## config.mk

```make
export PLATFORM = sky130hd
export DESIGN_NAME = pulse_link_xcvr
export DESIGN_NICKNAME = d
export VERILOG_FILES = /design/src/rtl/pulse_link_pkg.sv /design/src/rtl/pulse_link_ctrl.sv /design/src/rtl/pulse_link_dp.sv /design/src/rtl/pulse_link_xcvr.sv
export SDC_FILE = /design/constraint.sdc
export NUM_CORES = 1
export LEC_CHECK = 0
export ABC_AREA = 1
export CAP_MARGIN = 20
export CORE_ASPECT_RATIO = 1.5
export CORE_UTILIZATION = 55
export CTS_CLUSTER_DIAMETER = 60
export CTS_CLUSTER_SIZE = 20
export DETAILED_ROUTE_END_ITERATION = 7
export HOLD_SLACK_MARGIN = 0.06
export PLACE_DENSITY = 0.81
export SLEW_MARGIN = 20
export SYNTH_ARGS = -nofsm -noshare
export SYNTH_HDL_FRONTEND = slang
export SYNTH_SLANG_ARGS = --single-unit
```

## constraint.sdc

```tcl
create_clock -name clk -period 6.4 [get_ports clk]
set_input_delay 0.64 -clock clk [delete_from_list [all_inputs] [get_ports clk]]
set_output_delay 0.64 -clock clk [all_outputs]
set_load 0.01 [all_outputs]
```

## src/rtl/pulse_link_pkg.sv

```systemverilog
package pulse_link_pkg;
  typedef struct packed {
    logic load;      // accept a new frame
    logic bitEnd;    // last cycle of a bit period
    logic finish;    // last cycle of the last bit
    logic lowShort;  // within first third of a bit, frame active
    logic lowLong;   // within first two thirds of a bit, frame active
  } linkCtlT;
endpackage

```

## src/rtl/pulse_link_ctrl.sv

```systemverilog
module pulse_link_ctrl
  import pulse_link_pkg::*;
#(
  parameter int FRAME_BITS = 16,
  parameter int PERIOD_W   = 8
) (
  input  logic                clk,
  input  logic                rst,
  input  logic                startReq,
  input  logic [PERIOD_W-1:0] bitPeriod,
  output logic                busy,
  output linkCtlT             ctl
);
  localparam int IDX_W = (FRAME_BITS > 1) ? $clog2(FRAME_BITS) : 1;
  localparam logic [IDX_W-1:0] LAST_IDX = IDX_W'(FRAME_BITS - 1);

  logic [PERIOD_W-1:0] phaseCnt;
  logic [PERIOD_W-1:0] periodReg;
  logic [PERIOD_W-1:0] thirdReg;
  logic [IDX_W-1:0]    bitIdx;
  logic [PERIOD_W:0]   twoThird;
  logic                startOk;
  logic                bitEndNow;
  logic                lastBit;

  assign startOk   = startReq & ~busy;
  assign bitEndNow = busy & (phaseCnt == periodReg - 1'b1);
  assign lastBit   = (bitIdx == LAST_IDX);
  assign twoThird  = {thirdReg, 1'b0};

  always_ff @(posedge clk) begin
    if (rst) begin
      busy      <= 1'b0;
      phaseCnt  <= '0;
      periodReg <= '0;
      thirdReg  <= '0;
      bitIdx    <= '0;
    end else if (startOk) begin
      busy      <= 1'b1;
      phaseCnt  <= '0;
      bitIdx    <= '0;
      periodReg <= bitPeriod;
      thirdReg  <= bitPeriod / 3;
    end else if (busy) begin
      if (bitEndNow) begin
        phaseCnt <= '0;
        if (lastBit) busy <= 1'b0;
        else         bitIdx <= bitIdx + 1'b1;
      end else begin
        phaseCnt <= phaseCnt + 1'b1;
      end
    end
  end

  always_comb begin
    ctl.load     = startOk;
    ctl.bitEnd   = bitEndNow;
    ctl.finish   = bitEndNow & lastBit;
    ctl.lowShort = busy & (phaseCnt < thirdReg);
    ctl.lowLong  = busy & ({1'b0, phaseCnt} < twoThird);
  end
endmodule

```

## src/rtl/pulse_link_dp.sv

```systemverilog
module pulse_link_dp
  import pulse_link_pkg::*;
#(
  parameter int FRAME_BITS = 16
) (
  input  logic                  clk,
  input  logic                  rst,
  input  linkCtlT               ctl,
  input  logic [FRAME_BITS-1:0] txWord,
  input  logic                  retIn,
  output logic                  sigOut,
  output logic [FRAME_BITS-1:0] rxWord,
  output logic                  rxDone
);
  logic [FRAME_BITS-1:0] txShift;
  logic [FRAME_BITS-1:0] rxShift;
  logic                  curBit;

  assign curBit = txShift[FRAME_BITS-1];

  always_ff @(posedge clk) begin
    if (rst) begin
      txShift <= '0;
      rxShift <= '0;
      rxDone  <= 1'b0;
    end else begin
      rxDone <= ctl.finish;
      if (ctl.load) begin
        txShift <= txWord;
        rxShift <= '0;
      end else if (ctl.bitEnd) begin
        txShift <= txShift << 1;
        if (FRAME_BITS > 1) rxShift <= {rxShift[FRAME_BITS-2:0], retIn};
        else                rxShift <= FRAME_BITS'(retIn);
      end
    end
  end

  // low for one third when sending 1, two thirds when sending 0
  assign sigOut = ~(ctl.lowShort | (ctl.lowLong & ~curBit));
  assign rxWord = rxShift;
endmodule

```

## src/rtl/pulse_link_xcvr.sv

```systemverilog
module pulse_link_xcvr
  import pulse_link_pkg::*;
#(
  parameter int FRAME_BITS = 16,
  parameter int PERIOD_W   = 8
) (
  input  logic                  clk,
  input  logic                  rst,
  input  logic                  startReq,
  input  logic [FRAME_BITS-1:0] txWord,
  input  logic [PERIOD_W-1:0]   bitPeriod,
  input  logic                  retIn,
  output logic                  sigOut,
  output logic                  frameOut,
  output logic [FRAME_BITS-1:0] rxWord,
  output logic                  rxDone,
  output logic                  busy
);
  linkCtlT ctl;

  pulse_link_ctrl #(.FRAME_BITS(FRAME_BITS), .PERIOD_W(PERIOD_W)) i_ctrl (
    .clk(clk), .rst(rst), .startReq(startReq), .bitPeriod(bitPeriod),
    .busy(busy), .ctl(ctl)
  );

  pulse_link_dp #(.FRAME_BITS(FRAME_BITS)) i_dp (
    .clk(clk), .rst(rst), .ctl(ctl), .txWord(txWord), .retIn(retIn),
    .sigOut(sigOut), .rxWord(rxWord), .rxDone(rxDone)
  );

  assign frameOut = ~busy;
endmodule

```

Yosys cells after proc, flatten, opt, wreduce, memory -nomap -nowiden:

Cells that the tools add are included.

* bitwise operators: 11
* add/subtract/negate cells: 3
* multiplexer cells: 7
* $lt $le $gt $ge: 2
* reduce and logical (&&, ||, !) cells: 3
* div/mod/pow operators: 1
* equality and inequality tests: 2

Operators with widths (count)
* divider 8 x 2 -> 32 bit (second input constant): 1
* two-way mux 16 bit: 2
* < comparator 8 x 9 -> 1 bit: 1
* adder 8 x 1 -> 8 bit (second input constant): 1
* == test 8 bit: 1
* < comparator 8 bit: 1
* two-way mux 8 bit: 1
* subtractor 8 x 1 -> 8 bit (second input constant): 1
* AND 1 bit: 6
* adder 4 x 1 -> 4 bit (second input constant): 1
* == test 4 bit (second input constant): 1
* two-way mux 1 bit: 4
* inverter 1 bit: 4
* AND reduction 3 bit: 1
* nonzero test 2 bit: 1
* OR reduction 2 bit: 1
* OR 1 bit: 1

* bits of input ports: 28
* word-level logic and storage cells: 37
* bits in registers: 62
* output and inout port bits: 20

Depth between registers and ports, before layout:

* word-level depth: 6
* gate-level depth with buffers: 33
* depth with buffers taken out: 32

By module:

From an unflattened synthesis, not the netlist that was laid out.

* cells, all modules: 505
* area total of the unflattened synthesis: 3678.5 sq um

By module, submodules not included
* pulse_link_ctrl: seq. area each 560.5 sq um, area an instance 2158.3 sq um, cells an instance 297, instances 1
* pulse_link_dp: seq. area each 660.6 sq um, area an instance 1516.5 sq um, cells an instance 207, instances 1
* pulse_link_xcvr: seq. area each 0.0 sq um, area an instance 3.8 sq um, cells an instance 1, instances 1

Least setup slack after synthesis:

No wires, ideal clock.

* kind: input to register
* start: input port bitPeriod[6]
* end: register i_ctrl.thirdReg[0]
* setup time: 0.117 ns
* arrival time: 3.200 ns
* buffers on the path: 1
* path slack: 3.083 ns
* cell stages on the path: 32
* data required time: 6.283 ns
* cell sequence: buf_2 > ha_1 > inv_1 > nand2_1 > nand2_1 > nand3_2 > nand2_2 > nand2_2 > nor2_4 > nand2_2 > nand2_1 > nand2_1 > inv_1 > nand4_1 > nand2_1 > inv_2 > nand3_2 > nand2_1 > nand2_1 > inv_2 > ha_1 > inv_1 > nand3_1 > clkinv_1 > nand2_4 > clkinv_2 > nand3_4 > and2_1 > nor2_1 > nand4_1 > nor2_1 > nor2_1

* word-level cells in the longest chain between the ends: 1

RTL lines
* from (decl): line pulse_link_xcvr.sv:11 `input logic [PERIOD_W-1:0] bitPeriod,`
* divider 8 x 2 -> 32 bit: line pulse_link_ctrl.sv:43 `thirdReg <= bitPeriod / 3;`
* to (signal assigned): line pulse_link_ctrl.sv:43
* to (decl): line pulse_link_ctrl.sv:19 `logic [PERIOD_W-1:0] thirdReg;`

No other way between the ends.
A chain may end at the register's enable or synchronous reset.

Worst setup path after layout:

Same ends and word-level chain as after synthesis.

==> impl_metrics.toml <==
[floorplan]
row_count = 34
die-area_sq_mm = 0.006373
core-area_sq_mm = 0.005828
die_w_microns = 65.52
initial_core_util_pct = 57.11
ios = 48
fp.dieH_microns = 97.28

[yosys]
synthTopCellsByArea = "dfxtp_1 (37%), nand2_1 (11%), ha_1 (6.4%)"
synth_cell_type_count = 42
yosysTopAreaCell = "dfxtp_1"
synth_top_flop_cell = "dfxtp_1"
yosysSeqAreaShare_pct = 36.69
avgSynthCellArea_sq_um = 7.363
synth.cell_area_sq_mm = 0.003328
async_reset_ff_share_pct = 0
syn-num-nets = 497
synth_edf_count = 0
netlist.area_leader.share_pct = 36.69
synth-seq-cells = 61
ys_top_cells_by_count = "nand2_1 (97), dfxtp_1 (61), inv_1 (45)"
synthCells = 452
yosysMostFrequentCell = "nand2_1"
yosysWarnings = 0

[pwr]
p_switching_w = 0.0002738
pwr-share-seq_pct = 45.2
ir_worst_vdd_uv = 196.9
p_per_area_mw_per_mm2 = 223.0
internal-power_w = 0.0006186
power.share.clock_pct = 33.1
cellLeakagePower_nw = 1.599
p_sw_share_pct = 30.68
pwr-share-comb_pct = 21.6

[setup_path]
crit_required_ns = 6.64
path_common_cell = "nand3_2"
regToRegStartpoint = "i_ctrl.periodReg[0]"
rr_endpoint = "i_ctrl.bitIdx[0]"
critPathCaptureType = "flip-flop"
critical_path.startpoint = "bitPeriod[6]"
r2r_slack_ns = 2.98
reg2reg_depth = 12
cp-start-kind = "primary input"
critical_path_arrival_ns = 4.19
path_class = "in2reg"
critical-path-max-stage-delay_ns = 0.60
slowest_stage = "clkdlybuf4s50_1"
crit_path_max_fanout = 16

[sta]
period_needed_ns = 3.952
maxSlewViolCount = 0
worst_slack_ns = 2.448
max_slew_margin_pct = 39.23
fin_tns_setup_ns = 0
skew_ns = 0.005631
rsz0062_at_grt = "no"
finalHoldViolations = 0
worst_pin_slew_ns = 0.9106
fmax_mhz = 253.0
setup_viol_count_final = 0
fin_crit_sh_pct = 61.75

[route]
drtAntennaViolNets = 0
routedWlPerCell_microns = 13.42
drt_iter0_drc = 104
via_per_inst = 5.521
vias = 3147
drc_errors = 0
routed_wl_microns = 7649
first_pass_iters = 4

[layout]
finalNetCount = 539
drive_above_1_share_pct = 8.635
antenna_cells = 0
areaGrowthSynthToFinish_pct = 20.23
fill_cells = 496

[min_path]
worstHoldEndpoint = "i_dp.txShift[0]"
holdPathStages = 2
holdCritPathClass = "reg2reg"
hold_start = "i_dp.txShift[0]"

[clock_network]
hold_buffers = 0
cts-root-buf = "clkbuf_8"
clk_latency_ns = 0.35
cts_sinks = 61
postCtsSetupBuffers = 0
numCtsBuffers = 9
clk_path_buf_depth = 2
htreeDepth = 3
clkSlewWorstSetupHoldPaths_ns = 0.07
cts_resized = 0
cts_tree = "done"

[outcome]
status = "finished clean"

[global_route]
grt.total_usage_pct = 26.35
grt_max_degree = 32
grt_pass1_vias = 3051
overflow = 0
grt_pass1_wl_microns = 13030
antenna_found_initial = 0

[run]
maxCapViolations = 0

[place]
port_buffers = 47
place.gp.congestion = 0.7939
place.detailed.hpwl_microns = 5572
dp_slack_ns = 2.076
==> worst max-delay path by stage <==
stage                    endpoint  slack [ns]
6_report       i_ctrl.thirdReg[0]        2.45
5_1_grt        i_ctrl.thirdReg[0]        2.06
4_1_cts        i_ctrl.thirdReg[0]        2.44
3_5_place_dp   i_ctrl.thirdReg[0]        2.08
3_3_place_gp   i_ctrl.thirdReg[0]        2.26
2_1_floorplan  i_ctrl.thirdReg[0]        3.08
==> through the flow <==
| stage | total power, W | area [sq um] | std cells | hold WS (ns) | utilization, % |
|---|---|---|---|---|---|
| 6_report | 0.0008924 | 4001 | 570 | 0.4608 | 68.66 |
| 5_1_grt | 0.0009420 | 4001 | 570 | 0.4939 | 68.66 |
| 4_1_cts | 0.0008961 | 4001 | 570 | 0.4652 | 68.66 |
| 3_5_place_dp | 0.0006032 | 3835 | 555 | 0.4563 | 65.80 |
| 3_3_place_gp | 0.0005982 | 3835 | 555 | 0.4507 | 65.80 |
| 2_1_floorplan | 0.0005498 | 3328 | 452 | 0.4415 | - |
==> routing by layer <==
layer	vias to the layer above	track usage [%]	wire [microns]
li1	1602	-	-
met1	1458	28.79	3159
met2	68	45.60	3923
met3	19	6.338	332
met4	0	13.71	234
met5	-	0	0
==> registers in the layout (all words and copies together) (netlist names) <==
| signal | count |
|---|---|
| i_dp.rxDone | 1 |
| i_ctrl.thirdReg | 7 |
| i_dp.rxWord | 16 |
| i_ctrl.busy | 1 |
| i_dp.txShift | 16 |
| i_ctrl.phaseCnt | 8 |
| i_ctrl.periodReg | 8 |
| i_ctrl.bitIdx | 4 |
==> placed cells by master (no fill, tap or decap), drive strengths merged <==
cell / n
nand2: 105
o211ai: 3
nand3: 50
o31ai: 1
and2: 1
o221ai: 4
inv: 47
clkinvlp: 2
xor2: 12
or2: 1
o32ai: 2
a211oi: 2
xnor2: 3
nor2: 34
o22ai: 6
nand4: 8
buf: 3
clkdlybuf4s50: 47
o21ai: 17
clkbuf: 11
a22oi: 1
dfxtp: 61
a31oi: 6
o21bai: 1
a21boi: 3
a2111o: 1
o2111ai: 1
a221oi: 5
a21oi: 29
nor3: 8
clkinv: 6
ha: 17
==> power by group through the flow <==
stage                     registers, W  logic (W)  clock network [W]
after detailed placement      0.000412   0.000191                  0
after global placement        0.000411   0.000187                  0
after floorplan               0.000409   0.000141                  0
final                         0.000404   0.000193           0.000296
after CTS                     0.000404   0.000193           0.000300
after global routing          0.000405   0.000217           0.000320
==> logic make-up after synthesis <==
logic type / Yosys count / share of synthesized area, %
AOI/OAI and AO/OA: 82 / 15.15
xor gates and xnor gates: 15 / 3.947
adders and majority gates: 17 / 6.391
buffers and inverters: 70 / 8.082
DFF: 61 / 36.69
and+or+nand+nor: 207 / 29.74
==> worst max-delay path: cells and delay by family <==
family	cells	cell delay, ns
compound gates	1	0.26
fa+ha+maj	2	0.39
buf+inv	6	0.89
simple gates	18	2.00
==> cell type report <==
cell class                 count  area (sq um)  share of cell area, %
multi-input combinational    321          1838                  45.93
inverter                      51         192.7                  4.816
clock inverter                 4         25.02                 0.6254
tap                           72         90.09                  2.251
timing repair buffer          50         493.0                  12.32
sequential                    61          1221                  30.52
clock buffer                  11         141.4                  3.533
Power figures use the tool's default switching activity.
